## src/rtl/hr_pkg.sv

```systemverilog
package hr_pkg;
  localparam int MIN_RATE = 30;
  localparam int MAX_RATE = 255;

  typedef enum logic [1:0] {
    PH_IDLE  = 2'd0,
    PH_SEEK  = 2'd1,
    PH_TRACK = 2'd2,
    PH_UNDER = 2'd3
  } phase_e;

  // cycles between reaching rate n and reaching n-1, minus one for reload
  function automatic int step_reload(input int n, input int ticks);
    if (n < MIN_RATE || n > MAX_RATE) return 0;
    return ticks / n - ticks / (n + 1) - 1;
  endfunction
endpackage

```

## src/rtl/hr_pulse_sync.sv

```systemverilog
module hr_pulse_sync (
  input  logic clk_i,
  input  logic rst_ni,
  input  logic pulse_i,
  output logic beat_o
);
  logic s1_q, s2_q, s3_q;

  always_ff @(posedge clk_i or negedge rst_ni) begin
    if (!rst_ni) begin
      s1_q <= 1'b0;
      s2_q <= 1'b0;
      s3_q <= 1'b0;
    end else begin
      s1_q <= pulse_i;
      s2_q <= s1_q;
      s3_q <= s2_q;
    end
  end

  assign beat_o = s2_q & ~s3_q;


  beat_single_chk: assert property (@(posedge clk_i) disable iff (!rst_ni)
    beat_o |=> !beat_o);
endmodule

```

## src/rtl/hr_spacing_rom.sv

```systemverilog
module hr_spacing_rom #(
  parameter int TICKS_PER_MIN = 120000,
  parameter int PRE_W         = 9
) (
  input  logic [7:0]       idx_i,
  output logic [PRE_W-1:0] reload_o
);
  localparam int DEPTH = hr_pkg::MAX_RATE + 1;

  logic [PRE_W-1:0] tbl [DEPTH];

  for (genvar g = 0; g < DEPTH; g++) begin : g_tbl
    assign tbl[g] = PRE_W'(hr_pkg::step_reload(g, TICKS_PER_MIN));
  end

  assign reload_o = tbl[idx_i];
endmodule

```

## src/rtl/hr_inv_counter.sv

```systemverilog
module hr_inv_counter #(
  parameter int TICKS_PER_MIN = 120000,
  parameter int PRE_W         = 9
) (
  input  logic           clk_i,
  input  logic           rst_ni,
  input  logic           beat_i,
  output logic [7:0]     count_o,
  output hr_pkg::phase_e phase_o
);
  import hr_pkg::*;

  localparam logic [7:0]       TOP_CNT = 8'(MAX_RATE);
  localparam logic [7:0]       BOT_CNT = 8'(MIN_RATE);
  // first expiry lands at floor(T/256): entry into the reportable range
  localparam logic [PRE_W-1:0] FIRST_LOAD = PRE_W'(TICKS_PER_MIN / 256 - 1);

  phase_e           phase_q;
  logic [7:0]       count_q;
  logic [PRE_W-1:0] pre_q;
  logic [7:0]       rom_idx;
  logic [PRE_W-1:0] reload;
  logic             expire;

  assign expire  = (pre_q == '0);
  assign rom_idx = (phase_q == PH_SEEK) ? TOP_CNT : count_q - 8'd1;

  hr_spacing_rom #(
    .TICKS_PER_MIN(TICKS_PER_MIN),
    .PRE_W        (PRE_W)
  ) u_rom (
    .idx_i   (rom_idx),
    .reload_o(reload)
  );

  always_ff @(posedge clk_i or negedge rst_ni) begin
    if (!rst_ni) begin
      phase_q <= PH_IDLE;
      count_q <= '0;
      pre_q   <= '0;
    end else if (beat_i) begin
      phase_q <= PH_SEEK;
      count_q <= TOP_CNT;
      pre_q   <= FIRST_LOAD;
    end else begin
      unique case (phase_q)
        PH_SEEK: begin
          if (expire) begin
            phase_q <= PH_TRACK;
            pre_q   <= reload;
          end else begin
            pre_q <= pre_q - 1'b1;
          end
        end
        PH_TRACK: begin
          if (expire) begin
            if (count_q == BOT_CNT) begin
              phase_q <= PH_UNDER;
            end else begin
              count_q <= count_q - 8'd1;
              pre_q   <= reload;
            end
          end else begin
            pre_q <= pre_q - 1'b1;
          end
        end
        default: ;
      endcase
    end
  end

  assign count_o = count_q;
  assign phase_o = phase_q;


  count_floor_chk: assert property (@(posedge clk_i) disable iff (!rst_ni)
    (phase_q != PH_IDLE) |-> (count_q >= BOT_CNT));

  count_step_chk: assert property (@(posedge clk_i) disable iff (!rst_ni)
    (phase_q == PH_TRACK && !beat_i) |=>
      (count_q == $past(count_q) || count_q == $past(count_q) - 8'd1));

  beat_restart_chk: assert property (@(posedge clk_i) disable iff (!rst_ni)
    beat_i |=> (phase_q == PH_SEEK && count_q == TOP_CNT));
endmodule

```

## src/rtl/hr_out_latch.sv

```systemverilog
module hr_out_latch (
  input  logic           clk_i,
  input  logic           rst_ni,
  input  logic           beat_i,
  input  hr_pkg::phase_e phase_i,
  input  logic [7:0]     count_i,
  output logic [7:0]     rate_o,
  output logic           valid_o,
  output logic           oor_o
);
  import hr_pkg::*;

  logic [7:0] rate_d;
  logic       oor_d;

  always_comb begin
    rate_d = count_i;
    oor_d  = 1'b0;
    unique case (phase_i)
      PH_SEEK:  begin rate_d = 8'(MAX_RATE); oor_d = 1'b1; end
      PH_UNDER: begin rate_d = 8'd0;         oor_d = 1'b1; end
      default: ;
    endcase
  end

  always_ff @(posedge clk_i or negedge rst_ni) begin
    if (!rst_ni) begin
      rate_o  <= '0;
      oor_o   <= 1'b0;
      valid_o <= 1'b0;
    end else begin
      valid_o <= 1'b0;
      if (beat_i && phase_i != PH_IDLE) begin
        rate_o  <= rate_d;
        oor_o   <= oor_d;
        valid_o <= 1'b1;
      end
    end
  end


  valid_single_chk: assert property (@(posedge clk_i) disable iff (!rst_ni)
    valid_o |=> !valid_o);

  rate_hold_chk: assert property (@(posedge clk_i) disable iff (!rst_ni)
    1'b1 |=> (valid_o || ($stable(rate_o) && $stable(oor_o))));

  oor_code_chk: assert property (@(posedge clk_i) disable iff (!rst_ni)
    oor_o |-> (rate_o == 8'd0 || rate_o == 8'd255));
endmodule

```

## src/rtl/hr_rate_meter.sv

```systemverilog
module hr_rate_meter #(
  parameter int TICKS_PER_MIN = 120000
) (
  input  logic       clk_i,
  input  logic       rst_ni,
  input  logic       pulse_i,
  output logic [7:0] rate_o,
  output logic       valid_o,
  output logic       oor_o
);
  localparam int PRE_W = $clog2(TICKS_PER_MIN / 256 + 1);

  logic           beat;
  logic [7:0]     count;
  hr_pkg::phase_e phase;

  hr_pulse_sync u_sync (
    .clk_i  (clk_i),
    .rst_ni (rst_ni),
    .pulse_i(pulse_i),
    .beat_o (beat)
  );

  hr_inv_counter #(
    .TICKS_PER_MIN(TICKS_PER_MIN),
    .PRE_W        (PRE_W)
  ) u_cnt (
    .clk_i  (clk_i),
    .rst_ni (rst_ni),
    .beat_i (beat),
    .count_o(count),
    .phase_o(phase)
  );

  hr_out_latch u_latch (
    .clk_i  (clk_i),
    .rst_ni (rst_ni),
    .beat_i (beat),
    .phase_i(phase),
    .count_i(count),
    .rate_o (rate_o),
    .valid_o(valid_o),
    .oor_o  (oor_o)
  );


  reset_quiet_chk: assert property (@(posedge clk_i)
    !rst_ni |-> (rate_o == 8'd0 && !valid_o && !oor_o));
endmodule

```

## config.mk

```make
export PLATFORM = sky130hd
export DESIGN_NAME = hr_rate_meter
export DESIGN_NICKNAME = d
export VERILOG_FILES = /design/src/rtl/hr_pkg.sv /design/src/rtl/hr_pulse_sync.sv /design/src/rtl/hr_spacing_rom.sv /design/src/rtl/hr_inv_counter.sv /design/src/rtl/hr_out_latch.sv /design/src/rtl/hr_rate_meter.sv
export SDC_FILE = /design/constraint.sdc
export NUM_CORES = 1
export LEC_CHECK = 0
export BUFFER_PORTS_ARGS = -buffer_cell sky130_fd_sc_hd__buf_2
export CORE_MARGIN = 4
export CORE_UTILIZATION = 60
export DETAILED_ROUTE_END_ITERATION = 6
export PLACE_DENSITY = 0.82
export SLEW_MARGIN = 20
export SYNTH_ARGS = -nofsm -noshare
export SYNTH_HDL_FRONTEND = slang
export SYNTH_SLANG_ARGS = --single-unit
```

## constraint.sdc

```tcl
create_clock -name clk_i -period 3.4 [get_ports clk_i]
set_input_delay 0.34 -clock clk_i [delete_from_list [all_inputs] [get_ports clk_i]]
set_output_delay 0.34 -clock clk_i [all_outputs]
set_load 0.01 [all_outputs]
```

==> results of run 1 <==
kinds of logic (layout without fill, tap and decap cells):
group           count (synthesis)  count (layout)  share of synthesized area, %
mux                             5               5                          1.61
xor+xnor                       12              12                          4.20
buf+inv                        52              57                          7.06
compound gates                157             157                          32.6
flops                          32              32                          25.1
fa+ha+maj                      16              16                          6.28
simple gates                  143             143                          23.1
cells in the final DEF, fill, tap and decap left out, types with 3 or more instances in the layout:
| cell type | n |
|---|---|
| nand3_1 | 16 |
| o31ai_1 | 3 |
| a31oi_1 | 5 |
| nor4_1 | 7 |
| nor3_1 | 19 |
| a211oi_1 | 6 |
| mux2i_1 | 4 |
| o2111ai_1 | 3 |
| dfrtp_1 | 32 |
| o211ai_1 | 13 |
| nand2b_1 | 7 |
| clkbuf_8 | 7 |
| xnor2_1 | 7 |
| a22oi_1 | 4 |
| nand2_1 | 42 |
| o22ai_1 | 5 |
| o21ai_0 | 52 |
| buf_4 | 23 |
| buf_2 | 12 |
| inv_1 | 14 |
| ha_1 | 16 |
| o221ai_1 | 4 |
| and3_1 | 5 |
| a221oi_1 | 4 |
| a21oi_1 | 26 |
| a21boi_0 | 3 |
| nor2_1 | 28 |
final cells by class:
class,instances,area [sq um],share of cell area (%)
Tap cell,70,87.6,2.55
Sequential cell,32,801,23.3
Inverter,15,56.3,1.64
Clock buffer,7,96.3,2.80
Multi-Input combinational cell,333,2160,62.9
Timing Repair Buffer,35,233,6.77
critical path: stages, from the launching register on:
cell,delay (ns)
dfrtp_1,0.81
or4_1,0.32
nand3_1,0.38
buf_4,0.31
nor3_1,0.14
a31oi_1,0.09
o31ai_1,0.31
o2111ai_1,0.20
a21boi_0,0.21
o21ai_0,0.09
path summary, 6_finish.rpt:
kind	start	to	slack, ns	cells past startpoint
worst max-delay path	u_cnt.count_o[2]	u_cnt.pre_q[0]	0.38	9
worst min-delay path	rst_ni	u_cnt.count_o[2]	0.10	1
worst max register to register	u_cnt.count_o[2]	u_cnt.pre_q[0]	0.38	9
worst min register to register	u_sync.s1_q	u_sync.s2_q	0.36	0
max in group asynchronous	rst_ni	u_cnt.count_o[6]	2.85	1
min in group clk_i	pulse_i	u_sync.s1_q	0.16	1
flip-flops by register name (all words and copies together) (netlist names):
register and cells:
u_cnt.pre_q 9, u_sync.s3_q 1, u_latch.rate_o 8, u_latch.oor_o 1, u_cnt.phase_o 2, u_cnt.count_o 8, u_latch.valid_o 1, u_sync.s2_q 1
u_sync.s1_q 1
stage by stage:
| step | util (%) | hold WS [ns] |
|---|---|---|
| after CTS | 66.9 | 0.121 |
| final | 66.9 | 0.101 |
| after global placement | 65.0 | 0.348 |
| after floorplan | - | 0.0444 |
| after global routing | 66.9 | 0.157 |
| after detailed placement | 65.0 | 0.348 |
metal layers:
metal	part of all wire [%]	global-route usage [%]	wire length, microns
met4	4.7	17.9	443
met3	10	5.76	966
met1	41	40.5	3850
met5	0	0	0
met2	45	45.8	4220
report_power, final:
part	leakage [nW]	internal, W	switching [W]	total (W)
logic	0.980	0.000282	0.000517	0.000799
registers	0.347	0.000481	0.0000659	0.000547
clock network	0.0503	0.000180	0.000140	0.000320
==> results.py, run 1 <==
metrics = {
    "status": {
        "outcome": "completed",
    },
    "yosys": {
        "yosysSeqAreaShare_pct": 25.1,
        "synth_edf_count": 0,
        "syn_nets": 436,
        "ys_async_sr_fraction_pct": 100,
        "yosys.area.top_type": "dfrtp_1",
        "ys_types": 74,
        "synth_ff_type": "dfrtp_1",
        "yosysWarnings": 0,
        "ys_top_cells_by_area": "dfrtp_1, o21ai_0, ha_1",
        "synth_top_cell_area_share_pct": 25.1,
        "ys_top_cells_by_count": "o21ai_0, nand2_1, dfrtp_1",
        "post-synth-top-count-cell": "o21ai_0",
        "synth-seq-cells": 32,
        "synth_area_per_cell_sq_um": 7.65,
        "syn-cell-area_sq_um": 3190,
        "netlist_instances": 417,
    },
    "clock_tree": {
        "path_clk_slew_ns": 0.07,
        "cts_tree": "done",
        "clk_latency_ns": 0.28,
        "cts-resized-gates": 0,
        "cts_buffers": 5,
        "numClockSinks": 32,
        "cts-htree-levels": 2,
        "post_cts_buffers": 0,
        "cts.path.max_buffers": 2,
        "root_buffer": "clkbuf_8",
        "ctsHoldBuffers": 0,
    },
    "place": {
        "port_buffers": 12,
        "place_ws_ns": 0.424,
        "place_area_sq_um": 3340,
        "gp_congestion": 1.04,
        "dp_cells": 485,
        "hpwl_mm": 6.64,
    },
    "die": {
        "io_pins": 13,
        "dieArea_sq_um": 6550,
        "die_y_microns": 80.9,
        "start_util_pct": 62.0,
        "die_w_microns": 80.9,
        "core_sq_um": 5140,
        "fp-row-count": 26,
    },
    "routing": {
        "drc": 0,
        "wire_per_inst_microns": 19.3,
        "wl_mm": 9.49,
        "drt_iter0_drc": 425,
        "dr.pass1.iters": 5,
        "ant_nets": 0,
        "vias": 3365,
        "post_drt_via_cell_ratio": 6.84,
    },
    "critical_path": {
        "crit_arrival_ns": 3.14,
        "timing.critical_path.required_ns": 3.52,
        "crit_path_start_kind": "register",
        "cp_max_fo": 16,
        "setup.worst_path.class": "reg2reg",
        "setup.worst_path.end_class": "register",
    },
    "sta": {
        "fmax_mhz": 331,
        "tightest_slew_ns": 0.777,
        "min_period_ns": 3.02,
        "finalWorstSetupSlack_ns": 0.376,
        "hold_viol": 0,
        "grt_setup_unrepaired": "no",
        "max_slew_margin_pct": 48.2,
        "finalClockSkew_ns": 0.00571,
        "post-route-period-util_pct": 88.9,
        "tns_ns": 0,
        "drv_slew": 0,
        "finalSetupViolCount": 0,
    },
    "pwr": {
        "p_per_area_nw_per_um2": 485,
        "p_total_w": 0.00167,
        "peakVddDrop_uv": 318,
        "p_leak_nw": 1.38,
    },
    "cells_and_area": {
        "postLayoutCellArea_sq_um": 3440,
        "fin_cells": 492,
        "antenna_cells": 0,
        "nNetsFinal": 441,
        "drive_above_1_share_pct": 14.9,
        "fill_cells": 473,
        "synthToLayoutAreaGrowth_pct": 7.77,
    },
    "global_route": {
        "grt_max_degree": 33,
        "grt_overflow": 0,
        "grt_pass1_vias": 3122,
        "grt_pass1_wl_mm": 15.6,
        "gr-usage-all-layers_pct": 30.4,
        "antenna_found_initial": 0,
    },
    "worst_hold_path": {
        "hold_class": "in2async",
    },
    "run": {
        "maxCapViolCount": 0,
    },
}
(Power assumes the default switching activity.)
==> run 2: changes to the inputs <==
- REMOVE_ABC_BUFFERS: not set -> 1
==> results.py, run 2 (synthesis gave the netlist of run 1 again) <==
metrics = {
    "clock_tree": {
        "path_clk_slew_ns": 0.07,
        "cts.path.max_buffers": 2,
        "clk_latency_ns": 0.29,
        "cts_tree": "done",
        "post_cts_buffers": 0,
        "cts-htree-levels": 2,
        "ctsHoldBuffers": 0,
        "numClockSinks": 32,
        "root_buffer": "clkbuf_8",
        "cts_buffers": 5,
        "cts-resized-gates": 0,
    },
    "global_route": {
        "grt_pass1_vias": 3300,
        "grt_max_degree": 33,
        "grt_overflow": 0,
        "grt_pass1_wl_mm": 16.7,
        "gr-usage-all-layers_pct": 32.7,
        "antenna_found_initial": 0,
    },
    "cells_and_area": {
        "nNetsFinal": 446,
        "top_register": "u_cnt.pre_q",
        "largest_reg_flops": 9,
        "fin_cells": 497,
        "synthToLayoutAreaGrowth_pct": 8.94,
        "drive_above_1_share_pct": 15.9,
        "final_cell_mix": "o21ai_0, nand2_1, dfrtp_1",
        "fill_cells": 430,
        "final_common_cell": "o21ai_0",
        "final_util_pct": 67.6,
        "antenna_cells": 0,
    },
    "critical_path": {
        "setup.worst_path.end_class": "register",
        "r2r_slack_ns": 0.38,
        "rr_worst_depth": 9,
        "setup.worst_path.class": "reg2reg",
        "crit_arrival_ns": 3.15,
        "crit_family": "compound AO/OA/AOI/OAI gates",
        "crit_path_max_incr_delay_ns": 0.44,
        "cp_max_fo": 12,
        "crit_cells": 9,
        "critPathBufInv": 1,
        "crit_path_top_delay_cell": "o31ai_1",
        "crit_path_start": "u_cnt.count_o[0]",
        "regToRegEndpoint": "u_cnt.pre_q[0]",
        "r2r-start": "u_cnt.count_o[0]",
        "timing.critical_path.required_ns": 3.53,
        "crit_path_start_kind": "register",
        "crit_chain": "inv_1 > ha_1 > nor3b_4 > xnor2_1 > nand2_1 > o31ai_1 > o2111ai_1 > a21boi_0 > o21ai_0",
    },
    "pwr": {
        "p_per_area_nw_per_um2": 482,
        "peakVddDrop_uv": 271,
        "p_leak_nw": 1.40,
    },
    "sta": {
        "worst_hold_slack_ns": 0.109,
        "finalSetupViolCount": 0,
        "hold_viol": 0,
        "finalClockSkew_ns": 0.00914,
        "tns_ns": 0,
        "grt_setup_unrepaired": "no",
        "tightest_slew_ns": 0.797,
        "post-route-period-util_pct": 89.0,
        "max_slew_margin_pct": 46.9,
        "drv_slew": 0,
        "fmax_mhz": 331,
        "finalWorstSetupSlack_ns": 0.376,
        "min_period_ns": 3.02,
    },
    "place": {
        "gp_congestion": 1.02,
        "dp_cells": 490,
        "hpwl_mm": 7.26,
        "port_buffers": 12,
        "place_ws_ns": 0.479,
    },
    "die": {
        "io_pins": 13,
        "fp-row-count": 26,
        "die_y_microns": 80.9,
        "core_sq_um": 5140,
        "die_w_microns": 80.9,
        "dieArea_sq_um": 6550,
        "start_util_pct": 62.0,
    },
    "routing": {
        "post_drt_via_cell_ratio": 7.04,
        "wl_mm": 10.1,
        "drt_iter0_drc": 324,
        "vias": 3498,
        "drc": 0,
        "ant_nets": 0,
        "wire_per_inst_microns": 20.3,
        "dr.pass1.iters": 6,
    },
    "status": {
        "outcome": "completed",
    },
    "worst_hold_path": {
        "hold_class": "in2async",
    },
    "run": {
        "maxCapViolCount": 0,
    },
}
==> run 2: power by group <==
group	internal, W	switching [W]	leakage, nW
Sequential	0.000481	0.0000651	0.347
Combinational	0.000282	0.000534	1.01
Clock	0.000180	0.000134	0.0503
==> run 2: worst reg2reg max path, cell delays in order, from the launching register on <==
cell	delay, ns
dfrtp_1	0.37
inv_1	0.09
ha_1	0.38
nor3b_4	0.38
xnor2_1	0.30
nand2_1	0.42
o31ai_1	0.44
o2111ai_1	0.17
a21boi_0	0.22
o21ai_0	0.09
==> run 2: stage by stage <==
step | total power [W] | area (sq um)
after floorplan | 0.00106 | 3020
after global placement | 0.00131 | 3380
after detailed placement | 0.00134 | 3380
after CTS | 0.00165 | 3470
after global routing | 0.00178 | 3470
final | 0.00168 | 3470
==> run 2: worst max path at each step <==
stage / end / slack, ns
floorplan: u_cnt.pre_q[4] / 0.03
global placement: u_cnt.pre_q[1] / 0.46
detailed placement: u_cnt.pre_q[4] / 0.48
CTS: u_cnt.pre_q[4] / 0.39
global route: u_cnt.pre_q[0] / 0.07
finish: u_cnt.pre_q[0] / 0.38
==> run 2: area by class of cell <==
type	count	area, sq um	share of cell area [%]
Clock buffer	7	96.3	2.77
Inverter	15	56.3	1.62
Multi-Input combinational cell	333	2160	62.3
Tap cell	70	87.6	2.52
Sequential cell	32	801	23.0
Timing Repair Buffer	40	270	7.78
==> run 2: metal layers <==
| metal | part of all wire, % | track usage, % |
|---|---|---|
| met1 | 41 | 42.4 |
| met2 | 46 | 52.1 |
| met4 | 5.5 | 20.6 |
| met3 | 7.9 | 2.99 |
| met5 | 0 | 0 |
==> run 3: changes to the inputs <==
- CORE_UTILIZATION: 60 -> 57
- PLACE_DENSITY: 0.82 -> 0.81
- clock period: 3.4 -> 2.66 ns (I/O delays scaled with it)
==> results.py, run 3 (synthesis gave the netlist of run 1 again) <==
metrics = {
    "cells_and_area": {
        "final_util_pct": 81.1,
        "final_common_cell": "buf_4",
        "top_register": "u_cnt.pre_q",
        "largest_reg_flops": 9,
        "final_cell_mix": "buf_4, o21ai_0, nand2_1",
        "synthToLayoutAreaGrowth_pct": 34.0,
        "antenna_cells": 0,
        "postLayoutCellArea_sq_um": 4270,
        "drive_above_1_share_pct": 34.4,
        "nNetsFinal": 515,
    },
    "routing": {
        "ant_nets": 0,
        "drc": 0,
        "dr.pass1.iters": 6,
        "vias": 3858,
        "wire_per_inst_microns": 20.7,
        "post_drt_via_cell_ratio": 6.80,
        "drt_iter0_drc": 415,
        "wl_mm": 11.8,
    },
    "sta": {
        "min_period_ns": 2.78,
        "fmax_mhz": 360,
        "grt_setup_unrepaired": "yes",
        "hold_viol": 0,
        "drv_slew": 0,
        "post-route-period-util_pct": 104,
        "tightest_slew_ns": 0.721,
        "finalWorstSetupSlack_ns": -0.118,
        "finalSetupViolCount": 3,
        "finalClockSkew_ns": 0.00554,
        "max_slew_margin_pct": 52.0,
    },
    "pwr": {
        "switching_share_pct": 42.6,
        "p_leak_nw": 1.77,
        "p_int_w": 0.00147,
        "peakVddDrop_uv": 726,
        "clock_power_share_pct": 18.3,
        "power.switching_w": 0.00109,
        "p_seq_share_pct": 27.4,
        "p_per_area_nw_per_um2": 600,
        "p_comb_share_pct": 54.3,
    },
    "critical_path": {
        "cp_max_fo": 4,
        "timing.critical_path.required_ns": 2.82,
        "crit_path_start_kind": "register",
        "r2r_slack_ns": -0.12,
        "rr_worst_depth": 13,
        "regToRegEndpoint": "u_cnt.pre_q[0]",
        "crit_arrival_ns": 2.94,
        "setup.worst_path.class": "reg2reg",
        "setup.worst_path.end_class": "register",
        "r2r-start": "u_cnt.phase_o[1]",
    },
    "clock_tree": {
        "clk_latency_ns": 0.29,
        "cts-htree-levels": 2,
        "path_clk_slew_ns": 0.07,
        "cts.path.max_buffers": 2,
        "numClockSinks": 32,
        "root_buffer": "clkbuf_8",
        "cts_tree": "done",
        "ctsHoldBuffers": 0,
        "cts_buffers": 5,
    },
    "place": {
        "port_buffers": 12,
        "gp_congestion": 1.02,
        "place_ws_ns": -0.120,
        "place_area_sq_um": 3850,
        "hpwl_mm": 8.22,
    },
    "status": {
        "violations": "negative setup slack",
        "outcome": "finished with violations",
    },
    "global_route": {
        "grt_overflow": 0,
        "grt_max_degree": 33,
        "grt_pass1_vias": 3647,
        "antenna_found_initial": 0,
        "gr-usage-all-layers_pct": 32.2,
        "grt_pass1_wl_mm": 18.3,
    },
    "die": {
        "start_util_pct": 60.5,
        "fp-row-count": 26,
        "core_sq_um": 5270,
        "die_w_microns": 82.8,
        "io_pins": 13,
        "dieArea_sq_um": 6860,
        "die_y_microns": 82.8,
    },
    "run": {
        "maxCapViolCount": 0,
    },
    "worst_hold_path": {
        "hold_class": "in2async",
    },
}
## run 3: timing repair
action,CTS,global route
gates resized for setup,13,43
buffers inserted,0,10
hold endpoints to repair,0,0
pin swaps,0,12
setup endpoints to repair,6,8
## run 3: layout make-up
| class | count | area (sq um) |
|---|---|---|
| multi-input cells | 333 | 2400 |
| flip-flops and latches | 32 | 802 |
| well taps | 70 | 87.6 |
| fillers | 349 | 997 |
| inverters | 15 | 58.8 |
| clock inverters | 2 | 35.0 |
| clock buffers | 6 | 72.6 |
| repair buffers | 109 | 813 |
## run 3: worst max-delay path by stage
| stage | start | endpoint | slack, ns | depth (start not counted) |
|---|---|---|---|---|
| after floorplan | u_cnt.count_o[0] | u_cnt.pre_q[4] | -0.71 | 12 |
| after global placement | u_cnt.count_o[0] | u_cnt.pre_q[4] | -0.16 | 12 |
| after detailed placement | u_cnt.count_o[2] | u_cnt.pre_q[1] | -0.12 | 11 |
| after CTS | u_cnt.count_o[0] | u_cnt.pre_q[4] | -0.02 | 14 |
| after global routing | u_cnt.phase_o[1] | u_cnt.pre_q[0] | -0.17 | 13 |
| final | u_cnt.phase_o[1] | u_cnt.pre_q[0] | -0.12 | 13 |
## run 3: worst max-delay path: stages (launching register included)
cell       delay [ns]
dfrtp_1          0.40
inv_1            0.09
ha_2             0.25
inv_1            0.10
nand2_2          0.14
inv_2            0.07
buf_4            0.14
ha_1             0.27
nor3_1           0.34
a31oi_1          0.12
o31ai_2          0.27
o2111ai_1        0.15
a21boi_1         0.22
o21ai_1          0.09
## run 3: stage by stage
stage	total power, W	TNS (ns)	instances	hold WS, ns
floorplan	0.00136	-3.46	380	-0.0296
global placement	0.00188	-0.304	549	0.340
detailed placement	0.00194	-0.313	549	0.343
CTS	0.00243	-0.0164	557	0.0518
global route	0.00272	-0.708	567	0.0815
finish	0.00257	-0.247	567	0.0301
## run 3: power by group through the flow
| stage | clock network, W | logic (W) | registers, W |
|---|---|---|---|
| after floorplan | 0 | 0.000618 | 0.000743 |
| after global placement | 0 | 0.00118 | 0.000696 |
| after detailed placement | 0 | 0.00123 | 0.000710 |
| after CTS | 0.000471 | 0.00126 | 0.000701 |
| after global routing | 0.000504 | 0.00149 | 0.000724 |
| final | 0.000471 | 0.00139 | 0.000703 |
## run 3: per-layer routing
layer,share of wire [%],GRT usage [%],vias up
met1,40,41.9,1801
li1,-,-,1714
met2,47,52.6,266
met5,0,0,-
met4,4.4,14.0,0
met3,9.5,5.45,77
